===== src/rtl/cpl_split_pkg.sv =====
package cpl_split_pkg;

  typedef enum logic [1:0] {
    MPS_128  = 2'd0,
    MPS_256  = 2'd1,
    MPS_512  = 2'd2,
    MPS_512X = 2'd3
  } mps_code_e;

  // Payload size in bytes for a payload code (always a power of two)
  function automatic int unsigned mps_bytes(input logic [1:0] code);
    case (mps_code_e'(code))
      MPS_128: return 128;
      MPS_256: return 256;
      default: return 512;
    endcase
  endfunction

endpackage


===== src/rtl/cpl_seg_calc.sv =====
module cpl_seg_calc #(
  parameter int ADDR_W = 16,
  parameter int LEN_W  = 13,
  parameter int DW_W   = 8
) (
  input  logic [ADDR_W-1:0] cur_addr,
  input  logic [LEN_W-1:0]  cur_rem,
  input  logic [LEN_W-1:0]  cur_mps,
  input  logic              cur_read,
  output logic [LEN_W-1:0]  seg_bytes,
  output logic [DW_W-1:0]   dw_len,
  output logic              last,
  output logic [ADDR_W-1:0] nxt_addr,
  output logic [LEN_W-1:0]  nxt_rem
);
  logic [LEN_W-1:0] off;
  logic [LEN_W-1:0] room;
  logic [LEN_W-1:0] take;
  logic [LEN_W:0]   dw_sum;

  always_comb begin
    off    = cur_addr[LEN_W-1:0] & (cur_mps - 1'b1);
    room   = cur_mps - off;
    take   = (cur_rem < room) ? cur_rem : room;
    dw_sum = {1'b0, take} + (LEN_W+1)'(cur_addr[1:0]) + (LEN_W+1)'(3);
    if (cur_read) begin
      seg_bytes = take;
      dw_len    = DW_W'(dw_sum >> 2);
      last      = (take == cur_rem);
    end else begin
      seg_bytes = '0;
      dw_len    = '0;
      last      = 1'b1;
    end
    nxt_addr = cur_addr + ADDR_W'(take);
    nxt_rem  = cur_rem - take;
  end

endmodule


===== src/rtl/cpl_seg_ctrl.sv =====
module cpl_seg_ctrl #(
  parameter int ADDR_W = 16,
  parameter int LEN_W  = 13,
  parameter int TAG_W  = 8,
  parameter int ID_W   = 16
) (
  input  logic              clk,
  input  logic              rst_n,
  input  logic              req_fire,
  input  logic [ADDR_W-1:0] req_addr,
  input  logic [LEN_W-1:0]  req_len,
  input  logic              req_is_read,
  input  logic [LEN_W-1:0]  req_mps,
  input  logic [TAG_W-1:0]  req_tag,
  input  logic [ID_W-1:0]   req_id,
  input  logic              seg_fire,
  input  logic              seg_last,
  input  logic [ADDR_W-1:0] nxt_addr,
  input  logic [LEN_W-1:0]  nxt_rem,
  output logic              busy,
  output logic [ADDR_W-1:0] cur_addr,
  output logic [LEN_W-1:0]  cur_rem,
  output logic [LEN_W-1:0]  cur_mps,
  output logic              cur_read,
  output logic [TAG_W-1:0]  cur_tag,
  output logic [ID_W-1:0]   cur_id
);

  always_ff @(posedge clk) begin
    if (!rst_n) begin
      busy     <= 1'b0;
      cur_addr <= '0;
      cur_rem  <= '0;
      cur_mps  <= '0;
      cur_read <= 1'b0;
      cur_tag  <= '0;
      cur_id   <= '0;
    end else if (req_fire) begin
      busy     <= 1'b1;
      cur_addr <= req_addr;
      cur_rem  <= req_len;
      cur_mps  <= req_mps;
      cur_read <= req_is_read;
      cur_tag  <= req_tag;
      cur_id   <= req_id;
    end else if (seg_fire) begin
      if (seg_last) begin
        busy <= 1'b0;
      end else begin
        cur_addr <= nxt_addr;
        cur_rem  <= nxt_rem;
      end
    end
  end

  AST_MPS_STABLE: assert property (@(posedge clk) disable iff (!rst_n)
    busy && !seg_fire |=> busy && $stable(cur_mps) && $stable(cur_tag));

endmodule


===== src/rtl/cpl_split_seq.sv =====
module cpl_split_seq
  import cpl_split_pkg::*;
#(
  parameter int ADDR_W  = 16,
  parameter int LEN_W   = 13,
  parameter int TAG_W   = 8,
  parameter int ID_W    = 16,
  parameter int MPS_MAX = 512,
  localparam int DW_W   = $clog2(MPS_MAX / 4) + 1
) (
  input  logic              clk,
  input  logic              rst_n,
  input  logic              req_valid,
  output logic              req_ready,
  input  logic [ADDR_W-1:0] req_addr,
  input  logic [LEN_W-1:0]  req_len,
  input  logic [TAG_W-1:0]  req_tag,
  input  logic [ID_W-1:0]   req_id,
  input  logic              req_is_read,
  input  logic [1:0]        req_mps_sel,
  output logic              seg_valid,
  input  logic              seg_ready,
  output logic [ADDR_W-1:0] seg_addr,
  output logic [6:0]        seg_lower_addr,
  output logic [LEN_W-1:0]  seg_bytes_left,
  output logic [DW_W-1:0]   seg_dw_len,
  output logic              seg_last,
  output logic              seg_has_data,
  output logic [TAG_W-1:0]  seg_tag,
  output logic [ID_W-1:0]   seg_id
);
  logic              busy, req_fire, seg_fire, cur_read;
  logic [ADDR_W-1:0] cur_addr, nxt_addr;
  logic [LEN_W-1:0]  cur_rem, nxt_rem, cur_mps, seg_bytes;
  logic [LEN_W-1:0]  req_mps;

  assign req_ready = !busy;
  assign req_fire  = req_valid && req_ready;
  assign seg_valid = busy;
  assign seg_fire  = seg_valid && seg_ready;
  assign req_mps   = LEN_W'(mps_bytes(req_mps_sel));

  cpl_seg_ctrl #(.ADDR_W(ADDR_W), .LEN_W(LEN_W), .TAG_W(TAG_W), .ID_W(ID_W)) u_ctrl (
    .clk(clk), .rst_n(rst_n), .req_fire(req_fire), .req_addr(req_addr),
    .req_len(req_len), .req_is_read(req_is_read), .req_mps(req_mps),
    .req_tag(req_tag), .req_id(req_id), .seg_fire(seg_fire), .seg_last(seg_last),
    .nxt_addr(nxt_addr), .nxt_rem(nxt_rem), .busy(busy), .cur_addr(cur_addr),
    .cur_rem(cur_rem), .cur_mps(cur_mps), .cur_read(cur_read),
    .cur_tag(seg_tag), .cur_id(seg_id)
  );

  cpl_seg_calc #(.ADDR_W(ADDR_W), .LEN_W(LEN_W), .DW_W(DW_W)) u_calc (
    .cur_addr(cur_addr), .cur_rem(cur_rem), .cur_mps(cur_mps), .cur_read(cur_read),
    .seg_bytes(seg_bytes), .dw_len(seg_dw_len), .last(seg_last),
    .nxt_addr(nxt_addr), .nxt_rem(nxt_rem)
  );

  assign seg_addr       = cur_addr;
  assign seg_has_data   = cur_read;
  assign seg_lower_addr = cur_read ? cur_addr[6:0] : 7'd0;
  assign seg_bytes_left = cur_read ? cur_rem : '0;

  AST_SEG_HOLD: assert property (@(posedge clk) disable iff (!rst_n)
    seg_valid && !seg_ready |=> seg_valid && $stable(seg_addr) && $stable(seg_bytes_left)
      && $stable(seg_dw_len) && $stable(seg_last));
  AST_NO_REQ_BUSY: assert property (@(posedge clk) disable iff (!rst_n)
    seg_valid |-> !req_ready);
  AST_NONREAD_SHAPE: assert property (@(posedge clk) disable iff (!rst_n)
    seg_valid && !seg_has_data |-> seg_last && seg_dw_len == '0);
  AST_SEG_WINDOW: assert property (@(posedge clk) disable iff (!rst_n)
    seg_valid && seg_has_data |->
      ({1'b0, seg_addr[LEN_W-1:0] & (cur_mps - 1'b1)} + {1'b0, seg_bytes}) <= {1'b0, cur_mps});
  AST_NEXT_ALIGNED: assert property (@(posedge clk) disable iff (!rst_n)
    seg_fire && !seg_last |=> seg_valid && (seg_addr[LEN_W-1:0] & (cur_mps - 1'b1)) == '0);
  AST_DW_RANGE: assert property (@(posedge clk) disable iff (!rst_n)
    seg_valid && seg_has_data && seg_bytes != '0 |->
      seg_dw_len != '0 && {5'd0, seg_dw_len} <= (cur_mps >> 2));

endmodule


===== config.mk =====
export PLATFORM = sky130hd
export DESIGN_NAME = cpl_split_seq
export DESIGN_NICKNAME = d
export VERILOG_FILES = /design/src/rtl/cpl_split_pkg.sv /design/src/rtl/cpl_seg_calc.sv /design/src/rtl/cpl_seg_ctrl.sv /design/src/rtl/cpl_split_seq.sv
export SDC_FILE = /design/constraint.sdc
export NUM_CORES = 1
export LEC_CHECK = 0
export CAP_MARGIN = 20
export CELL_PAD_IN_SITES_DETAIL_PLACEMENT = 0
export CELL_PAD_IN_SITES_GLOBAL_PLACEMENT = 1
export CORE_ASPECT_RATIO = 0.75
export CORE_MARGIN = 2
export CORE_UTILIZATION = 36
export DETAILED_ROUTE_END_ITERATION = 10
export GPL_TIMING_DRIVEN = 0
export PLACE_DENSITY_LB_ADDON = 0.1
export SYNTH_ARGS = -nofsm -noshare
export SYNTH_HDL_FRONTEND = slang
export SYNTH_SLANG_ARGS = --single-unit

===== constraint.sdc =====
create_clock -name clk -period 8.8 [get_ports clk]
set_clock_uncertainty 0.2 [all_clocks]
set_input_delay 1.32 -clock clk [delete_from_list [all_inputs] [get_ports clk]]
set_output_delay 1.32 -clock clk [all_outputs]
set_load 0.005 [all_outputs]

# After elaboration in Yosys (flattened, before gate mapping)
# Index checks and enable logic that the tools add are counted.
# classes
shifts	0
n_reduce_logical	8
n_mux	15
addsub	6
div_mod_pow	0
n_bitwise	1
n_lt_le_gt_ge	1
n_mul	0
eq_ne	3
# op_table
cell	count
$mux 13	5
$mux 16	3
$sub 13x13->13	2
$pmux 10 s2	1
$add 16x13->16	1
$and 13x13->13	1
$eq 13x13->1	1
$lt 13x13->1	1
$sub 13x1->13 const B	1
$add 10x2->10	1
$add 10x2->10 const B	1
$mux 8	1
$mux 7	1
$mux 1	4
$reduce_and 2->1	2
$reduce_bool 2->1	2
$eq 2x1->1 const B	1
$logic_and 1x1->1	2
$logic_not 2->1	1
$ne 2x1->1 const B	1
$logic_not 1->1	1
# word_totals
latchBits	0
mem_count	0
wordCells	41
ff_bits	68
input_bits	60
rom_bits	0
out_inout_bits	72
ram_bits	0

# Depth between registers and ports, before layout
# Gate-level depths: netlist of the first run.
# logic_depth
depth_word	10
depth_mapped	34
depth_no_buf	31

# Modules after synthesis
# A second synthesis of the first run with hierarchy kept.
# unflattened
cells_unflattened	701
area_unflattened_um2	5836.8
# modules_own_cells
mod	instances	seq_area_each_um2	area_per_inst_um2	cells_each
cpl_seg_calc	1	0.0	2931.6	415
cpl_seg_ctrl	1	1361.3	2717.6	257
cpl_split_seq	1	0.0	187.7	29

# Least setup slack after synthesis of the first run
# No wires, ideal clock.
# synth_timing
kind	register to output
from	reg u_ctrl.cur_mps[7]
to	out seg_dw_len[2]
setup_slack_ps	1596
path_buffers	3
t_required_ps	7280
arrival_time_ps	5684
stages_incl_launch_ff	27
cell_sequence	dfxtp_1 -> inv_1 -> ha_1 -> nand2b_1 -> ha_1 -> and2_1 -> a32oi_1 -> and2_1 -> nor2_1 -> xnor2_1 -> inv_1 -> ha_1 -> a21o_1 -> a21o_1 -> a21oi_1 -> a21boi_1 -> o21a_1 -> clkbuf_1 -> clkbuf_1 -> clkbuf_1 -> a21o_1 -> inv_1 -> ha_1 -> or2_2 -> maj3_1 -> or3_1 -> and3_1
# synth_between
elab_chain_len	8
# synth_rtl
item	line	rtl
from (decl)	cpl_seg_ctrl.sv:23	output logic [LEN_W-1:0] cur_mps,
from (signal assigned)	cpl_seg_ctrl.sv:42	cur_mps <= req_mps;
$sub 13x1->13	cpl_seg_calc.sv:22	off = cur_addr[LEN_W-1:0] & (cur_mps - 1'b1);
$and 13x13->13	cpl_seg_calc.sv:22	
$sub 13x13->13 *	cpl_seg_calc.sv:23	room = cur_mps - off;
$lt 13x13->1 *	cpl_seg_calc.sv:24	take = (cur_rem < room) ? cur_rem : room;
$mux 13 *	cpl_seg_calc.sv:24	
$add 10x2->10 * (2 in a row)	cpl_seg_calc.sv:25	dw_sum = {1'b0, take} + (LEN_W+1)'(cur_addr[1:0]) + (LEN_W+1)'(3);
$mux 8 *	cpl_seg_calc.sv:26	if (cur_read) begin
to (decl)	cpl_split_seq.sv:26	output logic [DW_W-1:0] seg_dw_len,
# Every way passes the cells marked *; elsewhere a longest branch is shown, timed or not.

# Final worst setup path of the first run
# layout_timing
from	reg u_ctrl.cur_mps[7]
to	out seg_last
# layout_between
elab_chain_len	7
# layout_rtl
item	line	rtl
$sub 13x1->13	cpl_seg_calc.sv:22	
$and 13x13->13	cpl_seg_calc.sv:22	
$sub 13x13->13 *	cpl_seg_calc.sv:23	
$lt 13x13->1	cpl_seg_calc.sv:24	
$mux 13 *	cpl_seg_calc.sv:24	
$eq 13x13->1 *	cpl_seg_calc.sv:29	last = (take == cur_rem);
$mux 1 *	cpl_seg_calc.sv:26	
to (decl)	cpl_split_seq.sv:27	output logic seg_last,
# Marks and branches as above.

==> impl_results.md, run 1 <==
- Outcome: completed
- Initial antenna violation count: 0
- Pin count of the biggest net entering global routing: 11
- Slew headroom: 0.438
- Unrepaired setup endpoints after global routing: no
- Clock tree from TritonCTS: built
- FFs w/ async S/R, synth: 0
- Final WS setup: 427 ps
- Internal power: 758 µW
- Power per standard cell area: 173 nW/µm²
- Largest driver fanout on the critical path: 10
- Cell count after synthesis: 674
- Synthesized area: 5100 µm²
- DRC violation total after the first TritonRoute iteration: 374
- Most area-consuming cells after synthesis: dfxtp_1 23%, ha_1 10%, a21oi_1 6.9%
- Worst-path cell with the longest stage delay: clkdlybuf4s50_1
- Starting density of the core: 0.370
- Min-Delay Path Depth: 2
- Total clock buffers created by CTS: 9
- Portion of synthesized cell area occupied by the leading cell type: 0.228
- Sequential-to-total area share from yosys stat: 0.228
- Highest clock rate: about 0.12 GHz
- Clock share of power: 0.303
- Avg Vias per Cell: between 5 and 6
- Chip height: 107 µm
- Via count of the first global-routing pass: 5078
- Level count of the clock H-tree: 3
- Required arrival time at the worst endpoint: 7280 ps
- Number of DRC violations after detailed routing: 0
- Final hold violation count: 0
- Number of max-cap violations: 0
- Post-DP HPWL: 14100 µm
- Global-route wire length before repair: ~28000 µm
- Count of unique library cells instantiated by Yosys: 68
- WS Path Type: reg -> out
- Class of the worst hold path: reg -> reg
- Worst slack at placement: -476 ps
- WP depth: 29
- Count of fill cells added during filler insertion: 1353
- Final critical path time including I/O delays and setup: 8370 ps
- Synth area leader: dfxtp_1
- Hold slack final: 254 ps
- Measured slew at the worst slew-check pin: 843 ps
- Remaining antenna violation count after routing: 0
- Chip Width: 141 µm
- Post-layout nets: 920
- Clock slew at reported path FFs: 50 ps
- Drt wl/cell: 18.3 µm
- Main flop type after synthesis: dfxtp_1
- DRT Pass-1 Iters: 4
- Fraction of power consumed by sequential logic: 0.252
- Worst ir drop on vdd: 0.000108 V
- LEAKAGE: 0.00283 µW
- Library cell appearing most often on the critical path: ha_1
- Std-Cell Core Area: 13800 µm²
- Multi-input logic area: between 3000 and 4000 µm²
- Switching power summed over all nets: 454 µW
- Aggregate global routing overflow: 0
- Area of the die: 15200 µm²
- Number of buffers and inverters on the critical path: 6
- Diode insertion count for antenna repair: 0
- WP data arrival: between 6000 and 7000 ps
- Max-slew violations: 0
- Worst Reg-to-Reg Cells: 32
- Largest buffer count on any clock path: 2
- Global router's overall resource usage: 0.240
- Share of final-layout standard cells stronger than drive strength 1: 0.0620
- Clock latency on the worst-skew pair: 330 ps
- Top cell family by delay on the critical path: compound AO/OA/AOI/OAI gates
- Area growth from synthesis to final layout: 37.1%
- Kind of end point of the critical path: primary output
- Final Routed Wirelength: 18300 µm
- Total number of vias: 5333
- Total of warnings raised by yosys: 0
- Gpl congestion: approximately 0.9
- Combinational share of power: 0.445
- Startpoint Class: register
- Floorplan row count: 37
- Finish-stage setup viols: 0
- Final period utilization: 0.952
- Sequential cell area: about 1200 µm²
- Clock tree root buffer cell: clkbuf_16
- Number of enable flip-flop cells after synthesis: 0
- Switching part of the total: 0.374
- Boundary Pins: 132
- Slowest Stage Delay on Critical Path: 560 ps
- Number of buffers inserted by hold repair at cts: 0
- Number of nets in the synthesized netlist: between 700 and 800
- Number of clock sinks: 58
- Number of input and output port buffers inserted: about 130
- Flop and latch count out of synthesis: 58
- Average cell area after synthesis: around 7.6 µm²
-- power groups by stage --
| stage | sequential, µW | combinational (µW) | clock (µW) |
|---|---|---|---|
| floorplan | 306 | 353 | 0 |
| global placement | 311 | 514 | 0 |
| detailed placement | 311 | 520 | 0 |
| CTS | 306 | 527 | 371 |
| global route | 309 | 594 | 385 |
| finish | 306 | 539 | 367 |
-- Yosys cell counts, types with 6 or more instances --
cell,instances
nor3_1,11
maj3_1,6
a21oi_1,70
inv_1,34
o21ai_0,31
a31oi_1,7
nor2_1,48
and2_1,34
a211oi_1,16
nand3_1,13
buf_2,7
nand4_1,6
mux2i_1,21
ha_1,41
a21o_1,14
xor2_1,12
xnor2_1,21
clkbuf_1,32
nand2_1,87
dfxtp_1,58
o211ai_1,8
-- what timing repair did --
action,in CTS,in global routing
gates cloned,0,0
resized for setup,6,12
pin swaps,0,1
endpoints found under the setup margin,8,4
endpoints found under the hold margin,0,0
buffers inserted,2,1
-- final timing paths --
kind	from	to	slack [ps]
worst min register to register	u_ctrl.cur_id[1]$_SDFFE_PN0P_	u_ctrl.cur_id[1]$_SDFFE_PN0P_	250
worst min-delay path	u_ctrl.cur_id[1]$_SDFFE_PN0P_	u_ctrl.cur_id[1]$_SDFFE_PN0P_	250
worst max-delay path	u_ctrl.cur_mps[7]$_SDFFE_PN0P_	seg_last	430
worst max register to register	u_ctrl.cur_mps[7]$_SDFFE_PN0P_	u_ctrl.cur_rem[12]$_SDFFE_PN0P_	1500
-- worst register-to-register path: cells and delay by family, from the launching register on --
family	cells	cell delay, ps
buffers and inverters	7	1270
xor gates and xnor gates	1	150
DFF	1	450
AOI/OAI and AO/OA	10	2140
adders and majority gates	4	1310
and+or+nand+nor	10	1670
-- placed cells by master, fill, tap and decap left out, drive strengths merged, types with 5 or more instances in the layout --
| cell | netlist | final |
|---|---|---|
| a221oi | 6 | 6 |
| o221ai | 5 | 5 |
| nand3 | 13 | 13 |
| nor2 | 50 | 50 |
| ha | 41 | 41 |
| o211ai | 9 | 9 |
| nor3 | 11 | 11 |
| maj3 | 6 | 6 |
| or2 | 8 | 8 |
| nand2b | 5 | 5 |
| clkbuf | 32 | 41 |
| buf | 9 | 13 |
| xor2 | 12 | 12 |
| a21o | 14 | 14 |
| xnor3 | 5 | 5 |
| nor3b | 5 | 5 |
| and2 | 34 | 34 |
| o21ai | 34 | 34 |
| a31oi | 7 | 7 |
| dfxtp | 58 | 58 |
| nand2 | 87 | 87 |
| a211oi | 16 | 16 |
| clkdlybuf4s50 | 0 | 131 |
| a21oi | 70 | 70 |
| inv | 35 | 35 |
| o21a | 5 | 5 |
| xnor2 | 21 | 21 |
| nand4 | 6 | 6 |
| mux2i | 21 | 21 |
-- layout make-up --
| class | count | area share |
|---|---|---|
| multi-input combinational | 539 | 0.524 |
| timing repair buffer | 134 | 0.191 |
| sequential | 58 | 0.166 |
| clock buffer | 12 | 0.0367 |
| tap | 175 | 0.0313 |
| buffer | 39 | 0.0256 |
| inverter | 36 | 0.0193 |
| clock inverter | 4 | 0.00715 |
-- kinds of logic after synthesis --
| group | Yosys count | synth area share |
|---|---|---|
| adder cells (fa/ha/maj) | 49 | 0.120 |
| multiplexers | 22 | 0.0434 |
| XOR/XNOR | 38 | 0.0787 |
| flip-flops | 58 | 0.228 |
| AND/OR/NAND/NOR | 241 | 0.233 |
| buffers and inverters | 77 | 0.0613 |
| AO/OA/AOI/OAI | 189 | 0.236 |
-- sequential cells by signal (all words and copies together) (netlist names) --
signal	count
u_ctrl.cur_rem	13
u_ctrl.cur_read	1
u_ctrl.cur_mps	3
u_ctrl.busy	1
u_ctrl.cur_id	16
u_ctrl.cur_addr	16
u_ctrl.cur_tag	8
-- per-stage QoR --
step | cells | utilization | cell area, µm² | power (µW) | setup TNS [ps]
3_3_place_gp | 980 | 0.481 | 6630 | 825 | -540
6_report | 997 | 0.507 | 7000 | 1210 | 0
2_1_floorplan | 674 | - | 5100 | 659 | 0
3_5_place_dp | 980 | 0.481 | 6630 | 831 | -643
5_1_grt | 997 | 0.507 | 7000 | 1290 | 0
4_1_cts | 997 | 0.505 | 6960 | 1200 | 0
-- routing by layer --
layer	track usage	vias to the layer above	share of wire
met5	0	-	0
met4	0.0486	0	0.011
met3	0.0469	16	0.064
met2	0.370	149	0.43
met1	0.348	2490	0.49
li1	-	2678	-
Power figures use the tool's default switching activity.
==> inputs of run 2 (changes only) <==
CORE_UTILIZATION = 38   (was 36)
SYNTH_HIERARCHICAL = 1   (was unset)
==> impl_results.md, run 2 <==
- Area of the die: 16200 µm² (was 15200 µm²)
- End-of-flow core utilization: 0.549 (was 0.507)
- Boundary Pins: 132 (unchanged)
- Number of input and output port buffers inserted: 130 (was 131)
- Floorplan row count: 38 (was 37)
- Area growth from synthesis to final layout: 39.6% (was 37.1%)
- Worst ir drop on vdd: 0.0000968 V (was 0.000108 V)
- Starting density of the core: 0.393 (was 0.370)
- Number of max-cap violations: 0 (unchanged)
- Number of buffers and inverters on the critical path: 8 (was 6)
- Share of final-layout standard cells stronger than drive strength 1: 0.151 (was 0.0620)
- Final critical path time including I/O delays and setup: 8520 ps (was 8370 ps)
- Aggregate global routing overflow: 0 (unchanged)
- Startpoint Class: register (unchanged)
- Total number of vias: 5374 (was 5333)
- DRT Pass-1 Iters: 4 (unchanged)
- Sequential cell area: 1370 µm² (was 1160 µm²)
- DRC violation total after the first TritonRoute iteration: 248 (was 374)
- Chip Width: 146 µm (was 141 µm)
- Finish-stage setup viols: 0 (unchanged)
- Number of DRC violations after detailed routing: 0 (unchanged)
- Via count of the first global-routing pass: 5114 (was 5078)
- Clock slew at reported path FFs: 60 ps (was 50 ps)
- Library cell appearing most often on the critical path: buf_4 (was ha_1)
- Commonest cells after routing, fill and taps aside: 128 x clkdlybuf4s50_1, 74 x mux2i_1, 65 x dfxtp_1, 50 x a21oi_1, 45 x o21ai_0 (was 131 x clkdlybuf4s50_1, 87 x nand2_1, 68 x a21oi_1, 58 x dfxtp_1, 47 x nor2_1)
- Synthesized area: 5760 µm² (was 5100 µm²)
- Number of clock sinks: 68 (was 58)
- Multi-input logic area: 4230 µm² (was 3660 µm²)
- Post-DP HPWL: 13300 µm (was 14100 µm)
- Clock tree from TritonCTS: built (unchanged)
- Worst Reg-to-Reg Cells: 38 (was 32)
- Std-Cell Core Area: 14600 µm² (was 13800 µm²)
- Average cell area after synthesis: 8.37 µm² (was 7.57 µm²)
- LEAKAGE: 0.00326 µW (was 0.00283 µW)
- WP data arrival: 7000 ps (was 6850 ps)
- Worst-path cell with the longest stage delay: clkdlybuf4s50_1 (unchanged)
- End point of the critical path: seg_last (unchanged)
- Largest buffer count on any clock path: 2 (unchanged)
- Reg2Reg Launch Point: u_ctrl/cur_mps[0]$_SDFFE_PN0P_ (was u_ctrl.cur_mps[7]$_SDFFE_PN0P_)
- WP depth: 31 (was 29)
- Worst slack at placement: -646 ps (was -476 ps)
- Clock latency on the worst-skew pair: 340 ps (was 330 ps)
- Remaining antenna violation count after routing: 0 (unchanged)
- Number of buffers inserted by hold repair at cts: 0 (unchanged)
- Outcome: completed (unchanged)
- Total of warnings raised by yosys: 6 (was 0)
- Global router's overall resource usage: 0.210 (was 0.240)
- Class of the worst hold path: reg -> reg (unchanged)
- Endpoint of the lowest-slack register-to-register path: u_ctrl/cur_addr[14]$_SDFFE_PN0P_ (was u_ctrl.cur_rem[12]$_SDFFE_PN0P_)
- Pin count of the biggest net entering global routing: 20 (was 11)
- Gpl congestion: 0.862 (was 0.910)
- Required arrival time at the worst endpoint: 7280 ps (about the same)
- Power per standard cell area: 207 nW/µm² (was 173 nW/µm²)
- Level count of the clock H-tree: 3 (unchanged)
- Post-layout nets: 956 (was 920)
- Final Routed Wirelength: 17200 µm (was 18300 µm)
- Clock tree root buffer cell: clkbuf_16 (unchanged)
- Registers with the most flip-flops: u_ctrl/cur_addr: 16 flops, u_ctrl/cur_id: 16 flops (was u_ctrl.cur_addr: 16 flops, u_ctrl.cur_id: 16 flops, u_ctrl.cur_rem: 13 flops)
- Top cell family by delay on the critical path: simple AND/OR/NAND/NOR gates (was compound AO/OA/AOI/OAI gates)
- Max-slew violations: 0 (unchanged)
- Count of fill cells added during filler insertion: 1369 (was 1353)
- Final hold violation count: 0 (unchanged)
- Highest clock rate: 0.117 GHz (was 0.119 GHz)
- Measured slew at the worst slew-check pin: 664 ps (was 843 ps)
- Final period utilization: 0.968 (was 0.952)
- WS Path Type: reg -> out (unchanged)
- Avg Vias per Cell: 5.08 (was 5.35)
- Kind of end point of the critical path: primary output (unchanged)
- Final WS setup: 282 ps (was 427 ps)
- Drt wl/cell: 16.2 µm (was 18.3 µm)
- Placed cell count: 1027 (was 980)
- Initial antenna violation count: 0 (unchanged)
- Global-route wire length before repair: 27400 µm (was 28000 µm)
- Slew headroom: 0.556 (was 0.438)
- Largest driver fanout on the critical path: 10 (unchanged)
- Diode insertion count for antenna repair: 0 (unchanged)
- Chip height: 111 µm (was 107 µm)
- Setup slack of the most critical reg-to-reg path: 520 ps (was 1500 ps)
- Hold slack final: 315 ps (was 254 ps)
- Cell count after synthesis: 688 (was 674)
- Count of non-filler cells in the finished layout: 1057 (was 997)
- Slowest Stage Delay on Critical Path: 540 ps (was 560 ps)
- Launching element of the worst setup path: u_ctrl/cur_mps[0]$_SDFFE_PN0P_ (was u_ctrl.cur_mps[7]$_SDFFE_PN0P_)
- Most frequent standard cell in the layout excluding fill and tap cells: clkdlybuf4s50_1 (unchanged)
- Total clock buffers created by CTS: 9 (unchanged)
## run 2: cell count changes in the layout (fill, tap and decap cells not counted), sizes merged, moves of 17 or more
cell	before	now
o21ai	34	53
nor2b	3	44
buf	13	36
mux2i	21	75
clkbuf	41	24
nand2	87	37
## run 2: metrics by stage
step	TNS, ps	area [µm²]	total power [µW]
finish	0	8040	1660
detailed placement	-2040	7340	1120
CTS	0	7850	1620
global placement	-934	7340	1110
global route	-32.8	8040	1780
floorplan	0	5790	912
## run 2: per-layer routing
layer | track usage | vias up | wire [µm]
met5 | 0 | - | 0
met3 | 0.0331 | 7 | 753
met1 | 0.308 | 2523 | 8680
met2 | 0.328 | 98 | 7640
li1 | - | 2746 | -
met4 | 0.0382 | 0 | 78
## run 2: worst min path at each step
stage	start	endpoint	slack [ps]	depth (start not counted)
global route	u_ctrl/cur_mps[8]$_SDFFE_PN0P_	u_ctrl/cur_mps[8]$_SDFFE_PN0P_	340	2
global placement	u_ctrl/cur_id[2]$_SDFFE_PN0P_	u_ctrl/cur_id[2]$_SDFFE_PN0P_	300	2
floorplan	u_ctrl/cur_mps[8]$_SDFFE_PN0P_	u_ctrl/cur_mps[8]$_SDFFE_PN0P_	280	2
finish	u_ctrl/cur_mps[8]$_SDFFE_PN0P_	u_ctrl/cur_mps[8]$_SDFFE_PN0P_	310	2
CTS	u_ctrl/cur_mps[8]$_SDFFE_PN0P_	u_ctrl/cur_mps[8]$_SDFFE_PN0P_	320	2
detailed placement	u_ctrl/cur_mps[8]$_SDFFE_PN0P_	u_ctrl/cur_mps[8]$_SDFFE_PN0P_	300	2
## run 2: final cells by class
type	count	area share
clock inverter	6	0.0171
clock buffer	9	0.0280
inverter	45	0.0210
buffer	33	0.0272
timing repair buffer	148	0.179
multi-input combinational	548	0.526
tap	200	0.0311
sequential	68	0.170
## run 2: repair_timing
action | 4_1_cts | 5_1_grt
resized for setup | 14 | 37
endpoints found under the setup margin | 9 | 11
pin swaps | 3 | 16
buffers inserted | 9 | 9
## run 2: worst min-delay path: stages (launching register included)
cell and delay [ps]:
dfxtp_1 320, mux2i_1 60, nor2b_1 90
## run 2: power by group
part	internal (µW)	switching [µW]
Combinational	398	444
Clock	305	148
Sequential	332	33.6
==> inputs of run 3 (changes only) <==
--- a/config.mk
+++ b/config.mk
@@ -12,3 +12,3 @@
 export CORE_MARGIN = 2
-export CORE_UTILIZATION = 38
+export CORE_UTILIZATION = 40
 export DETAILED_ROUTE_END_ITERATION = 10
==> constraint.sdc (replaced) <==
create_clock -name clk -period 10.2 [get_ports clk]
set_clock_uncertainty 0.2 [all_clocks]
set_input_delay 2.04 -clock clk [delete_from_list [all_inputs] [get_ports clk]]
set_output_delay 2.04 -clock clk [all_outputs]
set_load 0.005 [all_outputs]
==> impl_results.md, run 3 (synthesis results as in run 2) <==
- Outcome: completed (unchanged)
- Final WS setup: 404 ps (was 282 ps)
- Pin count of the biggest net entering global routing: 13 (was 20)
- Largest driver fanout on the critical path: 10 (unchanged)
- Number of DRC violations after detailed routing: 0 (unchanged)
- Drt wl/cell: 16.2 µm (about the same)
- Wl on met1: 8380 µm (was 8680 µm)
- Number of max-cap violations: 0 (unchanged)
- Slew headroom: 0.568 (was 0.556)
- Kind of end point of the critical path: primary output (unchanged)
- WS Path Type: reg -> out (unchanged)
- Chip height: 108 µm (was 111 µm)
- Power, Total: 1380 µW (was 1660 µW)
- Required arrival time at the worst endpoint: 7960 ps (was 7280 ps)
- Most frequent standard cell in the layout excluding fill and tap cells: clkdlybuf4s50_1 (unchanged)
- Registers with the most flip-flops: u_ctrl/cur_addr: 16 flops, u_ctrl/cur_id: 16 flops (unchanged)
- Measured slew at the worst slew-check pin: 646 ps (was 664 ps)
- Global router's overall resource usage: 0.216 (was 0.210)
- Clock tree from TritonCTS: built (unchanged)
- Number of buffers inserted by hold repair at cts: 0 (unchanged)
- Total negative slack: 0 ps (unchanged)
- Number of input and output port buffers inserted: 130 (unchanged)
- Placed cell count: 1002 (was 1027)
- Post-DP HPWL: 13200 µm (was 13300 µm)
- Clock slew at reported path FFs: 60 ps (about the same)
- DRT Pass-1 Iters: 4 (unchanged)
- Slowest Stage Delay on Critical Path: 550 ps (was 540 ps)
- Largest buffer count on any clock path: 2 (unchanged)
- Area of all placed cells without fillers: 7750 µm² (was 8040 µm²)
- Area of the die: 15400 µm² (was 16200 µm²)
- Final Routed Wirelength: 16600 µm (was 17200 µm)
- Max layer used: met4 (unchanged)
- Count of non-filler cells in the finished layout: 1020 (was 1057)
- Global-route wire length before repair: 26300 µm (was 27400 µm)
- Area growth from synthesis to final layout: 34.7% (was 39.6%)
- Post-placement cell area: 7310 µm² (was 7340 µm²)
- Max-slew violations: 0 (unchanged)
- Power per standard cell area: 178 nW/µm² (was 207 nW/µm²)
- Remaining antenna violation count after routing: 0 (unchanged)
- Via count of the first global-routing pass: 5060 (was 5114)
- Gpl congestion: 0.877 (was 0.862)
- Startpoint Class: register (unchanged)
- Worst slack at placement: 59.4 ps (was -646 ps)
- Number of buffers and inverters on the critical path: 6 (was 8)
- Diode insertion count for antenna repair: 0 (unchanged)
- Detail Route met3 WL: 754 µm (was 753 µm)
- Class of the worst hold path: reg -> reg (unchanged)
- Final period utilization: 0.960
- WP data arrival: 7560 ps (was 7000 ps)
- Clock latency on the worst-skew pair: 330 ps (was 340 ps)
- Level count of the clock H-tree: 3 (unchanged)
- Total number of vias: 5319 (was 5374)
- Finish-stage setup viols: 0 (unchanged)
- Post-layout nets: 944 (was 956)
- Std-Cell Core Area: 13900 µm² (was 14600 µm²)
- DRC violation total after the first TritonRoute iteration: 218 (was 248)
- Worst-path cell with the longest stage delay: clkdlybuf4s50_1 (unchanged)
- Clock tree root buffer cell: clkbuf_16 (unchanged)
- Commonest cells after routing, fill and taps aside: 130 x clkdlybuf4s50_1, 74 x mux2i_1, 68 x dfxtp_1, 53 x a21oi_1, 46 x o21ai_0 (was 128 x clkdlybuf4s50_1, 74 x mux2i_1, 65 x dfxtp_1, 50 x a21oi_1, 45 x o21ai_0)
- Initial antenna violation count: 0 (unchanged)
- Final critical path time including I/O delays and setup: 9800 ps
- Number of clock sinks: 68 (unchanged)
- Share of final-layout standard cells stronger than drive strength 1: 0.111 (was 0.151)
- LEAKAGE: 0.00314 µW (was 0.00326 µW)
- Total length of routed met2 wires: 7290 µm (was 7640 µm)
- Worst ir drop on vdd: 0.000110 V (was 0.0000968 V)
- Chip Width: 143 µm (was 146 µm)
- Boundary Pins: 132 (unchanged)
- Final hold violation count: 0 (unchanged)
- Top cell family by delay on the critical path: simple AND/OR/NAND/NOR gates (unchanged)
- Starting density of the core: 0.414 (was 0.393)
- Highest clock rate: just over 0.1 GHz
- Aggregate global routing overflow: 0 (unchanged)
- Avg Vias per Cell: 5.21 (was 5.08)
- Total clock buffers created by CTS: 9 (unchanged)
- Floorplan row count: 37 (was 38)
==> run 3: cell count changes in the layout (fill, tap and decap cells not counted), sizes merged <==
cell,change
clkdlybuf4s50,+2
clkbuf,+3
dlymetal6s2s,-2
buf,-15
==> run 3: final cells by class <==
type / instances / area [µm²]
inverter: 45 / 169
clock inverter: 6 / 138
clock buffer: 9 / 225
fill: 1313 / 6140
multi-input combinational: 548 / 4090
sequential: 68 / 1360
tap: 175 / 219
timing repair buffer: 134 / 1330
buffer: 35 / 213
==> run 3: final timing paths <==
path,from,to,slack [ps],cells past startpoint
max,u_ctrl/cur_mps[0]$_SDFFE_PN0P_,seg_last,400,28
min,u_ctrl/cur_tag[5]$_SDFFE_PN0P_,u_ctrl/cur_tag[5]$_SDFFE_PN0P_,320,2
max reg2reg,u_ctrl/cur_mps[0]$_SDFFE_PN0P_,u_ctrl/cur_addr[14]$_SDFFE_PN0P_,1800,36
min reg2reg,u_ctrl/cur_tag[5]$_SDFFE_PN0P_,u_ctrl/cur_tag[5]$_SDFFE_PN0P_,320,2
==> run 3: what timing repair did <==
action                                  4_1_cts  5_1_grt
buffers inserted                              0        4
resized for setup                             3        7
endpoints found under the setup margin        2        5
gates cloned                                  0        0
pin swaps                                     0        3
==> run 3: power breakdown <==
group          switching [µW]  leakage (µW)  internal [µW]  total [µW]
Combinational             368       0.00240            306         674
Clock                     125      0.000176            263         389
Sequential               28.1      0.000561            287         315
Total                     521       0.00314            856        1380
==> run 3: metal layers <==
| metal | GRT usage | up-vias |
|---|---|---|
| met1 | 0.316 | 2495 |
| met2 | 0.338 | 107 |
| met3 | 0.0338 | 9 |
| li1 | - | 2708 |
| met5 | 0 | - |
| met4 | 0.0375 | 0 |
==> run 3: tightest hold or removal path: cells and delay by family, from the launching register on <==
kind | cells | cell delay (ps)
flops | 1 | 320
simple gates | 1 | 90
mux | 1 | 60
==> run 3: stage by stage <==
step                      hold slack [ps]  utilization
after floorplan                       281            -
after global placement                299        0.526
after detailed placement              307        0.526
after CTS                             322        0.554
after global routing                  342        0.558
final                                 316        0.558
